===== config.mk =====
export PLATFORM = sky130hd
export DESIGN_NAME = lrsc_monitor
export DESIGN_NICKNAME = d
export VERILOG_FILES = /design/src/rtl/lrsc_pkg.sv /design/src/rtl/lrsc_hit.sv /design/src/rtl/lrsc_resv.sv /design/src/rtl/lrsc_monitor.sv
export SDC_FILE = /design/constraint.sdc
export NUM_CORES = 1
export LEC_CHECK = 0
export BUFFER_PORTS_ARGS = -buffer_cell sky130_fd_sc_hd__buf_2
export CORE_UTILIZATION = 56
export DETAILED_ROUTE_END_ITERATION = 10
export PLACE_DENSITY_LB_ADDON = 0.25
export SYNTH_ARGS = -nofsm -noshare
export SYNTH_HDL_FRONTEND = slang
export SYNTH_SLANG_ARGS = --single-unit

===== constraint.sdc =====
create_clock -name clk -period 5.05 [get_ports clk]
set_input_delay 0.505 -clock clk [delete_from_list [all_inputs] [get_ports clk]]
set_output_delay 0.505 -clock clk [all_outputs]
set_load 0.005 [all_outputs]

===== src/rtl/lrsc_pkg.sv =====
package lrsc_pkg;

    typedef enum logic [1:0] {
        WSZ_BYTE  = 2'd0,
        WSZ_HALF  = 2'd1,
        WSZ_WORD  = 2'd2,
        WSZ_DWORD = 2'd3
    } wsize_e;

    localparam int unsigned SC_FAIL_CODE = 1;

endpackage


===== src/rtl/lrsc_hit.sv =====
module lrsc_hit #(
    parameter int unsigned AW = 32,
    parameter int unsigned GB = 3
) (
    input  logic               wr,
    input  logic [AW-1:0]      addr,
    input  logic [1:0]         size,
    input  logic [AW-GB-1:0]   rsv_tag,
    output logic               hit
);
    localparam int unsigned TW = AW - GB;

    logic [AW-1:0] span;
    logic [AW-1:0] last_addr;
    logic [TW-1:0] first_tag;
    logic [TW-1:0] last_tag;

    always_comb begin
        span      = {{(AW-1){1'b0}}, 1'b1} << size;
        last_addr = addr + span - {{(AW-1){1'b0}}, 1'b1};
        first_tag = addr[AW-1:GB];
        last_tag  = last_addr[AW-1:GB];
        hit       = wr && ((first_tag == rsv_tag) || (last_tag == rsv_tag));
    end

endmodule


===== src/rtl/lrsc_resv.sv =====
module lrsc_resv #(
    parameter int unsigned AW   = 32,
    parameter int unsigned XLEN = 64,
    parameter int unsigned GB   = 3
) (
    input  logic               clk,
    input  logic               rst_n,
    input  logic               lr_req,
    input  logic [AW-GB-1:0]   lr_tag,
    input  logic               sc_req,
    input  logic [AW-GB-1:0]   sc_tag,
    input  logic               snp_kill,
    output logic               rsv_valid,
    output logic [AW-GB-1:0]   rsv_tag,
    output logic               rsp_valid,
    output logic               rsp_ok,
    output logic [XLEN-1:0]    rsp_status
);
    import lrsc_pkg::*;

    localparam int unsigned TW = AW - GB;
    localparam logic [XLEN-1:0] FAIL_VAL = XLEN'(SC_FAIL_CODE);

    typedef struct packed {
        logic            valid;
        logic [TW-1:0]   tag;
        logic            rv;
        logic            ok;
        logic [XLEN-1:0] status;
    } state_t;

    state_t st_d, st_q;
    logic   kill_live;
    logic   sc_pass;

    always_comb begin
        st_d      = st_q;
        kill_live = st_q.valid && snp_kill;
        sc_pass   = sc_req && st_q.valid && (sc_tag == st_q.tag) && !kill_live;

        st_d.rv     = sc_req;
        st_d.ok     = sc_pass;
        st_d.status = sc_pass ? '0 : FAIL_VAL;
        if (!sc_req) begin
            st_d.ok     = 1'b0;
            st_d.status = '0;
        end

        if (sc_req || kill_live) begin
            st_d.valid = 1'b0;
        end
        if (lr_req) begin
            st_d.valid = 1'b1;
            st_d.tag   = lr_tag;
        end
    end

    always_ff @(posedge clk) begin
        if (!rst_n) begin
            st_q <= '0;
        end else begin
            st_q <= st_d;
        end
    end

    assign rsv_valid  = st_q.valid;
    assign rsv_tag    = st_q.tag;
    assign rsp_valid  = st_q.rv;
    assign rsp_ok     = st_q.ok;
    assign rsp_status = st_q.status;

    // a response follows each store-conditional and nothing else
    p_rsp_after_sc_r11: assert property (@(posedge clk) disable iff (!rst_n)
        sc_req |=> rsp_valid);
    p_no_stray_rsp_r11: assert property (@(posedge clk) disable iff (!rst_n)
        !sc_req |=> !rsp_valid);
    // a failed response carries the failure code
    p_fail_code_r3: assert property (@(posedge clk) disable iff (!rst_n)
        (rsp_valid && !rsp_ok) |-> (rsp_status == FAIL_VAL));
    // success reports zero
    p_ok_zero_r2: assert property (@(posedge clk) disable iff (!rst_n)
        (rsp_valid && rsp_ok) |-> (rsp_status == '0));
    // a store-conditional consumes the reservation
    p_sc_clears_r4: assert property (@(posedge clk) disable iff (!rst_n)
        (sc_req && !lr_req) |=> !rsv_valid);
    // a load-reserved installs its own line
    p_lr_installs_r8: assert property (@(posedge clk) disable iff (!rst_n)
        lr_req |=> (rsv_valid && rsv_tag == $past(lr_tag)));
    // a snooped hit drops a live reservation
    p_snoop_kills_r5: assert property (@(posedge clk) disable iff (!rst_n)
        (rsv_valid && snp_kill && !lr_req) |=> !rsv_valid);
    // no success without a live reservation
    p_no_pass_idle_r1: assert property (@(posedge clk) disable iff (!rst_n)
        (sc_req && !rsv_valid) |=> !rsp_ok);

endmodule


===== src/rtl/lrsc_monitor.sv =====
module lrsc_monitor #(
    parameter int unsigned AW   = 32,
    parameter int unsigned XLEN = 64,
    parameter int unsigned NSNP = 2,
    parameter int unsigned GB   = 3
) (
    input  logic                       clk,
    input  logic                       rst_n,
    input  logic                       lr_req,
    input  logic [AW-1:0]              lr_addr,
    input  logic                       sc_req,
    input  logic [AW-1:0]              sc_addr,
    input  logic [NSNP-1:0]            snp_wr,
    input  logic [NSNP-1:0][AW-1:0]    snp_addr,
    input  logic [NSNP-1:0][1:0]       snp_size,
    output logic                       sc_rsp_valid,
    output logic                       sc_rsp_ok,
    output logic [XLEN-1:0]            sc_rsp_status
);
    localparam int unsigned TW = AW - GB;

    logic [NSNP-1:0] port_hit;
    logic            any_hit;
    logic            rsv_valid;
    logic [TW-1:0]   rsv_tag;

    for (genvar g = 0; g < NSNP; g++) begin : g_snoop
        lrsc_hit #(.AW(AW), .GB(GB)) i_hit (
            .wr      (snp_wr[g]),
            .addr    (snp_addr[g]),
            .size    (snp_size[g]),
            .rsv_tag (rsv_tag),
            .hit     (port_hit[g])
        );
    end

    assign any_hit = |port_hit;

    lrsc_resv #(.AW(AW), .XLEN(XLEN), .GB(GB)) i_resv (
        .clk        (clk),
        .rst_n      (rst_n),
        .lr_req     (lr_req),
        .lr_tag     (lr_addr[AW-1:GB]),
        .sc_req     (sc_req),
        .sc_tag     (sc_addr[AW-1:GB]),
        .snp_kill   (any_hit),
        .rsv_valid  (rsv_valid),
        .rsv_tag    (rsv_tag),
        .rsp_valid  (sc_rsp_valid),
        .rsp_ok     (sc_rsp_ok),
        .rsp_status (sc_rsp_status)
    );

endmodule


Word-level counts from Yosys, hierarchy flattened --
Cells that the tools add are included.
Cells by class: add/sub/neg operators 4, equal/unequal tests 5, magnitude comparators 0, shift-type cells 2, divide/modulo/power cells 0, bitwise logic cells 0, multipliers 0, reductions and logical operators 13, muxes and demuxes 3
Operators with widths (number):
- $eq A29 B29 Y1 | 5
- $add A32 B32 Y32 | 2
- $shl A1 B2 Y32 const A | 2
- $sub A32 B1 Y32 const B | 2
- $mux W30 | 1
- $logic_and A1 B1 Y1 | 6
- $logic_or A1 B1 Y1 | 3
- $mux W1 | 2
- $reduce_and A2 Y1 | 1
- $reduce_bool A2 Y1 | 1
- $reduce_or A2 Y1 | 1
- $logic_not A1 Y1 | 1
Word-level totals: output and inout port bits 66, memory bits (read-only) 0, word-level logic and storage cells 32, bits in writable memories 0, flip-flop bits (word level) 96, latch bits 0, memories kept 0

Longest topological paths before layout --
Gate-level depths: netlist of the first run.
depth in word-level cells 11, gate-level depth with buffers 16, mapped depth without buffers 15

By module --
Synthesis of the first run repeated with hierarchy kept, for this count alone.
Unflattened totals: cells, all modules 1002, area total of the unflattened synthesis 7534.7 sq um
By module, submodules not included:
- lrsc_hit (g_snoop[1].i_hit) | area each 2830.2 sq um, sequential area each 0.0 sq um, instances 1, cells an instance 405
- lrsc_hit (g_snoop[0].i_hit) | area each 2685.1 sq um, sequential area each 0.0 sq um, instances 1, cells an instance 389
- lrsc_resv | area each 2013.2 sq um, sequential area each 660.6 sq um, instances 1, cells an instance 207
- lrsc_monitor | area each 6.3 sq um, sequential area each 0.0 sq um, instances 1, cells an instance 1

Worst setup path after synthesis of the first run --
OpenSTA, ideal clock, no wires.
kind input port to flip-flop, start point input snp_size[3] (netlist name), end point register i_resv.st_q (netlist bit i_resv.rsv_valid), arrival time 3.796 ns, data required time 4.935 ns, library setup time 0.115 ns, path slack 1.139 ns, stages 14, cell sequence or2b_1 ha_1 inv_1 ha_1 inv_1 o31a_1 o21ba_1 or4_1 a211o_1 nor4_2 nand4_1 or4_1 and4b_1 o21a_1
On the way: longest elaborated chain between the ends 10
Ends and longest elaborated chain:
- start, declared | line lrsc_monitor.sv:15 | input logic [NSNP-1:0][1:0] snp_size,
- $shl A1 B2 Y32 | line lrsc_hit.sv:19 | span = {{(AW-1){1'b0}}, 1'b1} << size;
- $add A32 B32 Y32 | line lrsc_hit.sv:20 | last_addr = addr + span - {{(AW-1){1'b0}}, 1'b1};
- $sub A32 B1 Y32 | line lrsc_hit.sv:20
- $eq A29 B29 Y1 | line lrsc_hit.sv:23 | hit = wr && ((first_tag == rsv_tag) || (last_tag == rsv_tag));
- $logic_or A1 B1 Y1 | line lrsc_hit.sv:23
- $logic_and A1 B1 Y1 | line lrsc_hit.sv:23
- $reduce_or A2 Y1 | line lrsc_monitor.sv:37 | assign any_hit = |port_hit;
- $logic_and A1 B1 Y1 | line lrsc_resv.sv:38 | kill_live = st_q.valid && snp_kill;
- $logic_or A1 B1 Y1 | line lrsc_resv.sv:49 | if (sc_req || kill_live) begin
- $reduce_bool A2 Y1 (no source line)
- end signal, assigned | line lrsc_resv.sv:62 | st_q <= st_d;
- end, declared | line lrsc_resv.sv:32 | state_t st_d, st_q;
Every way passes these cells. A chain may end at the register's enable or synchronous reset.

Final worst setup path of the first run --
start point input snp_size[0] (netlist name), end point register i_resv.st_q (netlist bit i_resv.rsv_valid)
The elaborated chain is that of the path after synthesis.

==> results of run 1 <==
## per-stage QoR
step	std cells	utilization
finish	1390	0.631
global route	1390	0.631
CTS	1390	0.631
detailed placement	1382	0.620
global placement	1382	0.620
floorplan	1193	-
## final cells by class
type	instances	area, sq um	area share
Sequential cell	33	661	0.0778
Tap cell	176	220	0.0259
Clock inverter	1	5.00	0.000589
Inverter	87	327	0.0385
Clock buffer	7	153	0.0180
Timing Repair Buffer	147	768	0.0905
Multi-Input combinational cell	939	6360	0.749
## power groups by stage
stage | Clock (mW) | Combinational (mW) | Sequential (mW)
6_report | 0.319 | 1.04 | 0.322
5_1_grt | 0.330 | 1.11 | 0.321
4_1_cts | 0.320 | 0.999 | 0.320
3_5_place_dp | 0 | 0.991 | 0.325
3_3_place_gp | 0 | 0.995 | 0.325
2_1_floorplan | 0 | 0.762 | 0.284
## cell families after synthesis
family                     synth area share
AOI/OAI and AO/OA                     0.230
muxes                                0.0512
and+or+nand+nor                       0.217
buffers and inverters                 0.137
DFF                                  0.0840
xor gates and xnor gates              0.178
adders and majority gates             0.102
other                              0.000477
## cells in the mapped netlist (12+ instances only)
| cell | instances | area share |
|---|---|---|
| a21oi_1 | 80 | 0.051 |
| buf_4 | 63 | 0.060 |
| clkbuf_1 | 59 | 0.028 |
| dfxtp_1 | 33 | 0.084 |
| ha_1 | 64 | 0.10 |
| inv_1 | 87 | 0.042 |
| mux2i_1 | 38 | 0.048 |
| nand2_1 | 83 | 0.040 |
| nand3_1 | 20 | 0.013 |
| nand4_1 | 52 | 0.041 |
| nor2_1 | 59 | 0.028 |
| nor2b_1 | 34 | 0.027 |
| nor3_1 | 21 | 0.013 |
| nor4_1 | 12 | 0.0095 |
| o21a_1 | 19 | 0.018 |
| o21ai_0 | 61 | 0.039 |
| xnor2_1 | 137 | 0.15 |
| xor2_1 | 23 | 0.026 |
## worst register-to-register path: stages, from the launching register on
cell       delay (ns)
dfxtp_1          0.57
xnor2_1          0.24
nor3_1           0.08
a21oi_1          0.25
o21ai_0          0.19
or3_1            0.37
nor4_1           0.48
o2111ai_1        0.21
nor4b_1          0.39
a41oi_1          0.39
and4b_1          0.33
o21a_1           0.16
## flip-flops by register name, indices dropped and copies added (netlist names)
register           cells
i_resv.rsv_tag        29
i_resv.rsp_status      1
i_resv.rsp_ok          1
i_resv.rsv_valid       1
i_resv.rsp_valid       1
## path summary, 6_finish.rpt
check / start / endpoint / slack [ns]
min: lr_addr[4] / i_resv.rsv_tag[1]$_SDFFE_PN0P_ / 0.48
min reg2reg: i_resv.rsv_tag[1]$_SDFFE_PN0P_ / i_resv.rsv_tag[1]$_SDFFE_PN0P_ / 0.57
max reg2reg: i_resv.rsv_tag[27]$_SDFFE_PN0P_ / i_resv.rsv_valid$_SDFFE_PN0P_ / 1.29
max: snp_size[0] / i_resv.rsv_valid$_SDFFE_PN0P_ / 0.52
## metal layers
metal | up-vias | part of all wire
met3 | 76 | 0.14
met4 | 0 | 0.030
li1 | 4042 | -
met1 | 4000 | 0.42
met2 | 631 | 0.41
met5 | - | 0
==> results.yml, run 1 <==
yosys:
  synth_seq_cells: 33
  ys_warn_count: 0
  ys.flop_type: "dfxtp_1"
  ys_async_sr_fraction: 0
  synth.avg_cell_area_sq_um: 6.96
  seq_area_frac_synth: 0.0840
  synthCells: 1131
  netlist_area_sq_um: 7870
  synth_edf_count: 0
  ys_types: 68
route:
  wl_per_cell_um: 20.9
  drc: 0
  routed-via-count: 8749
  ant_nets: 0
  drtIter0Drc: 988
  avgViaCountPerCell: 6.29
  routed_wl_mm: 29.1
  dr.pass1.iters: 6
sta:
  report.final.slew_viol_count: 0
  skew_ns: 0.00558
  fin_crit_sh: 0.897
  rsz0062_at_grt: "no"
  fmax_mhz: 221
  timing.final.hold_violations: 0
  whs_ns: 0.482
  slew_headroom: 0.364
  fin_crit_ns: 4.53
  finalSetupViolations: 0
  tightest_slew_ns: 0.944
  worst_slack_ns: 0.518
  tns_ns: 0
clocking:
  clk_pin_slew_worst_paths_ns: 0.06
  clk_latency_ns: 0.28
  holdBufCountCts: 0
  cts_made_buffers: 5
  cts_tree: "yes"
  htreeDepth: 2
  clockBufferDepth: 2
  cts_setup_buffers: 0
  cts_root_buf: "clkbuf_16"
  cts_sinks: 33
  ctsResizeCount: 0
die:
  rows: 42
  dieArea_sq_um: 14500
  fp.dieH_um: 121
  design.core.area_sq_um: 13500
  start_util: 0.585
  fp.dieW_um: 121
  ioPinCount: 204
critical_path:
  cp.arrival_ns: 4.70
  path_depth: 16
  cp_top_family: "simple AND/OR/NAND/NOR gates"
  worstSetupEndpointType: "flop"
  cp_num_buf_inv: 2
  start_kind: "input port"
  crit_required_ns: 5.22
  slowest_stage: "or4_1"
  critical_path.max_fanout: 7
  cpPeakStageDelay_ns: 0.58
  crit_chain: "buf_2, nand2_1, ha_1, inv_1, ha_1, and4b_1, a22oi_1, or4_1, a41oi_1, mux2_2, a31oi_1, nand4_1, nor4b_1, a41oi_1, and4b_1, o21a_1"
  path_class: "input port to flop"
  rr_worst_depth: 11
finish:
  n_antenna_cell: 0
  drive_above_1_share: 0.136
  fillers: 1243
  layout.nets: 1415
  synthToLayoutAreaGrowth_pct: 7.97
  final_common_cell: "xnor2_1"
  final_area_sq_um: 8490
  layout_common_cells: "xnor2_1 (137), buf_2 (134), inv_1 (87)"
global_route:
  grt_max_degree: 32
  grt_usage: 0.392
  met1_usage: 0.558
  use_met2: 0.579
  antenna_found_initial: 0
  grt_overflow_total: 0
  grt_pass1_wl_mm: 43.1
  busiest_layer: "met2"
  grt_pass1_vias: 7812
  gr-usage-met3: 0.0877
placement:
  portBuffers: 134
  routabilityCongestion: 1.06
  post_dp_cell_area_sq_um: 8340
  pre_cts_slack_ns: 0.400
  dpl.hpwl_mm: 24.4
power_and_ir_drop:
  power_density_nw_per_um2: 197
  p_int_mw: 0.895
  ir_drop_v: 0.000302
  seq_power_share: 0.192
  p_sw_frac: 0.466
  p_total_mw: 1.68
  comb_power_share: 0.618
  p_sw_mw: 0.782
  clkPwrFrac: 0.190
  p_leak_nw: 3.77
run_status:
  outcome: "finished clean"
worst_hold_path:
  worstHoldPathCells: 3
  hp-class: "input port to flop"
flow_run:
  drv_cap: 0
Note: power is estimated with default switching activity, not from simulation.
==> inputs of run 2 (changes only) <==
Settings changed: REMOVE_ABC_BUFFERS set to 1.
==> run 2 against run 1 <==
  * Cell area shrank 0.24%
  * Clock power increased by 12%
  * Critical path type unchanged
  * Power grew 2.0%
  * First-iteration DRC count shrank 11%
  * Clock skew fell by 0.0038 ns
  * Register-to-register slack worse by 0.04 ns
  * Worst hold slack better by 0.0057 ns
  * Critical path depth stayed put
  * Sequential power is essentially flat
  * Core utilization shrank 0.15 points
==> results.yml, run 2 (synthesized netlist as in run 1, its figures left out) <==
finish:
  layout_common_cells: "xnor2_1 (137), buf_2 (134), inv_1 (87)"
  layout.nets: 1410
  largest_reg_flops: 29
  multi_input_area_sq_um: 6360
  ff_latch_area_sq_um: 661
  final_common_cell: "xnor2_1"
  fillers: 1282
  drive_above_1_share: 0.132
  synthToLayoutAreaGrowth_pct: 7.71
critical_path:
  critical_path.max_fanout: 5
  cp.arrival_ns: 4.77
  worstSetupEndpointType: "flop"
  reg2reg_slack_ns: 1.25
  setup.worst_path.start: "snp_size[2]"
  reg2reg_from: "i_resv.rsv_tag[19]$_SDFFE_PN0P_"
  crit_required_ns: 5.22
  path_class: "input port to flop"
  start_kind: "input port"
sta:
  report.final.slew_viol_count: 0
  finalSetupViolations: 0
  tightest_slew_ns: 0.875
  slew_headroom: 0.415
  skew_ns: 0.00174
  fin_crit_sh: 0.911
  tns_ns: 0
  fmax_mhz: 217
  whs_ns: 0.487
  timing.final.hold_violations: 0
  rsz0062_at_grt: "no"
  fin_crit_ns: 4.60
die:
  design.core.area_sq_um: 13500
  fp.dieH_um: 121
  rows: 42
  dieArea_sq_um: 14500
  start_util: 0.585
  fp.dieW_um: 121
  ioPinCount: 204
global_route:
  grt_pass1_wl_mm: 43.5
  antenna_found_initial: 1
  grt_overflow_total: 0
  grt_pass1_vias: 8056
  grt_max_degree: 32
  grt_usage: 0.390
placement:
  routabilityCongestion: 1.08
  dpl.hpwl_mm: 24.4
  portBuffers: 134
power_and_ir_drop:
  p_sw_frac: 0.454
  p_sw_mw: 0.777
  comb_power_share: 0.604
  seq_power_share: 0.187
  p_int_mw: 0.934
  clkPwrFrac: 0.208
  ir_drop_v: 0.000131
  power_density_nw_per_um2: 202
  p_leak_nw: 3.75
route:
  avgViaCountPerCell: 6.29
  routed-via-count: 8723
  routed_wl_mm: 28.8
  ant_nets: 0
  dr.pass1.iters: 7
  wl_per_cell_um: 20.8
  drc: 0
  drtIter0Drc: 884
clocking:
  ctsResizeCount: 0
  cts_root_buf: "clkbuf_16"
  clockBufferDepth: 2
  cts_sinks: 33
  holdBufCountCts: 0
  cts_setup_buffers: 0
  htreeDepth: 2
  cts_tree: "yes"
  cts_made_buffers: 5
  clk_pin_slew_worst_paths_ns: 0.05
  clk_latency_ns: 0.28
worst_hold_path:
  hp-class: "input port to flop"
  hold_start: "lr_addr[30]"
run_status:
  outcome: "finished clean"
flow_run:
  drv_cap: 0
==> run 2: cell types whose count changed in the layout (fill, tap and decap cells not counted), sizes merged <==
| cell | delta |
|---|---|
| buf | -5 |
| bufinv | +1 |
| clkinv | -1 |
| diode | +1 |
==> run 2: cell type report <==
type / instances / share of cell area
tap: 176 / 0.0260
sequential: 33 / 0.0780
clock inverter: 1 / 0.00354
antenna: 1 / 0.000295
timing repair buffer: 142 / 0.0862
clock buffer: 7 / 0.0168
inverter: 87 / 0.0385
multi-input combinational: 939 / 0.751
==> run 2: stage by stage <==
step	cells	power (mW)	utilization	worst slack [ns]	area, sq um
4_1_cts	1385	1.68	0.630	0.622	8470
2_1_floorplan	1059	0.994	-	1.14	7350
5_1_grt	1386	1.80	0.630	0.387	8470
3_5_place_dp	1377	1.32	0.617	0.334	8300
3_3_place_gp	1377	1.33	0.617	0.332	8300
6_report	1386	1.71	0.630	0.449	8470
==> run 2: critical path: stages <==
cell and delay (ns):
buf_2 0.12, or2b_1 0.22, ha_1 0.27, inv_1 0.04, ha_1 0.29, inv_1 0.04, o31a_1 0.33, o21ba_1 0.26
mux2i_1 0.15, a2111oi_0 0.55, nand4_1 0.25, a2111oi_0 0.64, nand4_1 0.16, or4_1 0.57, and4b_1 0.21, o21a_1 0.16
==> run 2: final timing paths <==
check,end,depth (start not counted)
min reg2reg,i_resv.rsv_tag[28]$_SDFFE_PN0P_,2
max,i_resv.rsv_valid$_SDFFE_PN0P_,16
max reg2reg,i_resv.rsv_valid$_SDFFE_PN0P_,10
min,i_resv.rsv_tag[27]$_SDFFE_PN0P_,3
==> run 2: power by group through the flow <==
stage	Combinational [mW]	Clock, mW	Sequential, mW
final	1.03	0.356	0.320
after global routing	1.11	0.369	0.322
after CTS	1.00	0.356	0.319
after detailed placement	0.996	0	0.324
after global placement	1.01	0	0.322
after floorplan	0.685	0	0.308
==> run 2: metal layers <==
layer,up-vias,part of all wire,global-route usage
li1,4047,-,-
met1,3995,0.37,0.451
met2,531,0.46,0.656
met3,150,0.077,0.0420
met4,0,0.088,0.307
met5,-,0,0
==> inputs of run 3 (changes only) <==
Settings changed: CORE_UTILIZATION 56 to 25.
==> run 3 against run 2 <==
  * Critical path depth unchanged
  * Global-route usage shrank 20 points
  * Power is 0.57% lower
  * Non-clock buffer count shrank 5
  * Highest routed layer unchanged
==> results.yml, run 3 (synthesized netlist as in run 1, its figures left out) <==
run_status:
  outcome: "finished clean"
critical_path:
  rr_worst_depth: 11
  path_depth: 16
  start_kind: "input port"
  slowest_stage: "or4_1"
  worstSetupEndpointType: "flop"
  cp.arrival_ns: 4.46
  critical_path.max_fanout: 7
  path_class: "input port to flop"
  crit_chain: "buf_2, nand2_1, ha_1, inv_1, ha_1, and4b_1, a22oi_1, or4_1, a31oi_1, nor2_1, mux2i_1, or4_1, nor4_1, a41oi_1, and4b_1, o21a_1"
  cp_top_family: "simple AND/OR/NAND/NOR gates"
  cpPeakStageDelay_ns: 0.61
  crit_required_ns: 5.23
  cp_num_buf_inv: 2
global_route:
  antenna_found_initial: 1
  grt_overflow_total: 0
  grt_usage: 0.191
  grt_pass1_wl_mm: 45.8
  grt_max_degree: 32
  grt_pass1_vias: 7876
finish:
  layout_common_cells: "xnor2_1 (137), buf_2 (134), inv_1 (87)"
  fin_cells: 1601
  drive_above_1_share: 0.129
  synthToLayoutAreaGrowth_pct: 10.7
  final_common_cell: "xnor2_1"
  fillers: 3409
  largest_reg_flops: 29
  final_area_sq_um: 8710
  layout.nets: 1405
route:
  routed-via-count: 8354
  routed_wl_mm: 31.3
  avgViaCountPerCell: 5.22
  wl_per_cell_um: 19.6
  drtIter0Drc: 730
  ant_nets: 0
  drc: 0
  dr.pass1.iters: 7
power_and_ir_drop:
  p_sw_frac: 0.462
  ir_drop_v: 0.000158
  seq_power_share: 0.188
  p_sw_mw: 0.787
  power_density_nw_per_um2: 195
  comb_power_share: 0.601
  p_leak_nw: 3.72
  p_int_mw: 0.914
  clkPwrFrac: 0.211
die:
  start_util: 0.256
  dieArea_sq_um: 32200
  ioPinCount: 204
  design.core.area_sq_um: 30700
  rows: 64
  fp.dieW_um: 179
  fp.dieH_um: 179
clocking:
  holdBufCountCts: 0
  cts_tree: "yes"
  cts_root_buf: "clkbuf_16"
  htreeDepth: 2
  cts_sinks: 33
  clk_pin_slew_worst_paths_ns: 0.05
  cts_setup_buffers: 0
  cts_made_buffers: 5
  clockBufferDepth: 2
  ctsResizeCount: 0
  clk_latency_ns: 0.29
placement:
  dpl.hpwl_mm: 27.0
  portBuffers: 134
  post_dp_cell_area_sq_um: 8540
  routabilityCongestion: 0.992
  dp_cells: 1592
sta:
  fin_crit_sh: 0.847
  slew_headroom: 0.393
  tightest_slew_ns: 0.910
  report.final.slew_viol_count: 0
  skew_ns: 0.00291
  tns_ns: 0
  fmax_mhz: 234
  timing.final.hold_violations: 0
  fin_crit_ns: 4.27
  rsz0062_at_grt: "no"
  finalSetupViolations: 0
worst_hold_path:
  worstHoldPathCells: 3
  hp-class: "input port to flop"
flow_run:
  drv_cap: 0
## run 3: changes by cell type in the layout (fill, tap and decap cells not counted), sizes merged
cell,change
clkinv,+1
buf,-5
clkinvlp,+1
clkbuf,-2
## run 3: layer usage
metal	vias up	track usage	part of all wire
li1	4025	-	-
met1	3923	0.226	0.41
met2	355	0.348	0.50
met3	51	0.0217	0.059
met4	0	0.0742	0.034
met5	-	0	0
## run 3: layout make-up
class / instances / area (sq um) / share of cell area
clock buffer: 5 / 125 / 0.0144
antenna: 1 / 2.50 / 0.000287
timing repair buffer: 137 / 693 / 0.0796
multi-input combinational: 939 / 6360 / 0.730
inverter: 87 / 327 / 0.0375
sequential: 33 / 661 / 0.0759
clock inverter: 3 / 46.3 / 0.00532
tap: 396 / 495 / 0.0569
## run 3: final timing paths
check                                        from                              end  slack [ns]
setup / recovery                      snp_size[0]    i_resv.rsv_valid$_SDFFE_PN0P_        0.78
hold / removal                        lr_addr[19]  i_resv.rsv_tag[16]$_SDFFE_PN0P_        0.47
setup reg to reg  i_resv.rsv_tag[27]$_SDFFE_PN0P_    i_resv.rsv_valid$_SDFFE_PN0P_        1.45
hold reg to reg   i_resv.rsv_tag[28]$_SDFFE_PN0P_  i_resv.rsv_tag[28]$_SDFFE_PN0P_        0.61
## run 3: power groups by stage
stage	clock (mW)	sequential, mW	combinational, mW
floorplan	0	0.308	0.685
global placement	0	0.326	1.01
detailed placement	0	0.327	0.999
CTS	0.366	0.321	1.00
global route	0.374	0.323	1.11
finish	0.359	0.321	1.02
## run 3: stage by stage
step           total power [mW]   util  setup slack [ns]  hold WS, ns
2_1_floorplan             0.994      -              1.14        0.554
3_3_place_gp               1.34  0.278             0.560        0.598
3_5_place_dp               1.33  0.278             0.532        0.597
4_1_cts                    1.69  0.283             0.826        0.469
5_1_grt                    1.81  0.283             0.512        0.490
6_report                   1.70  0.283             0.775        0.472
## run 3: worst reg2reg max path: cells and delay by family (launching register included)
family          cells  cell delay (ns)
xor+xnor            1             0.23
flops               1             0.55
simple gates        5             1.51
compound gates      5             1.20
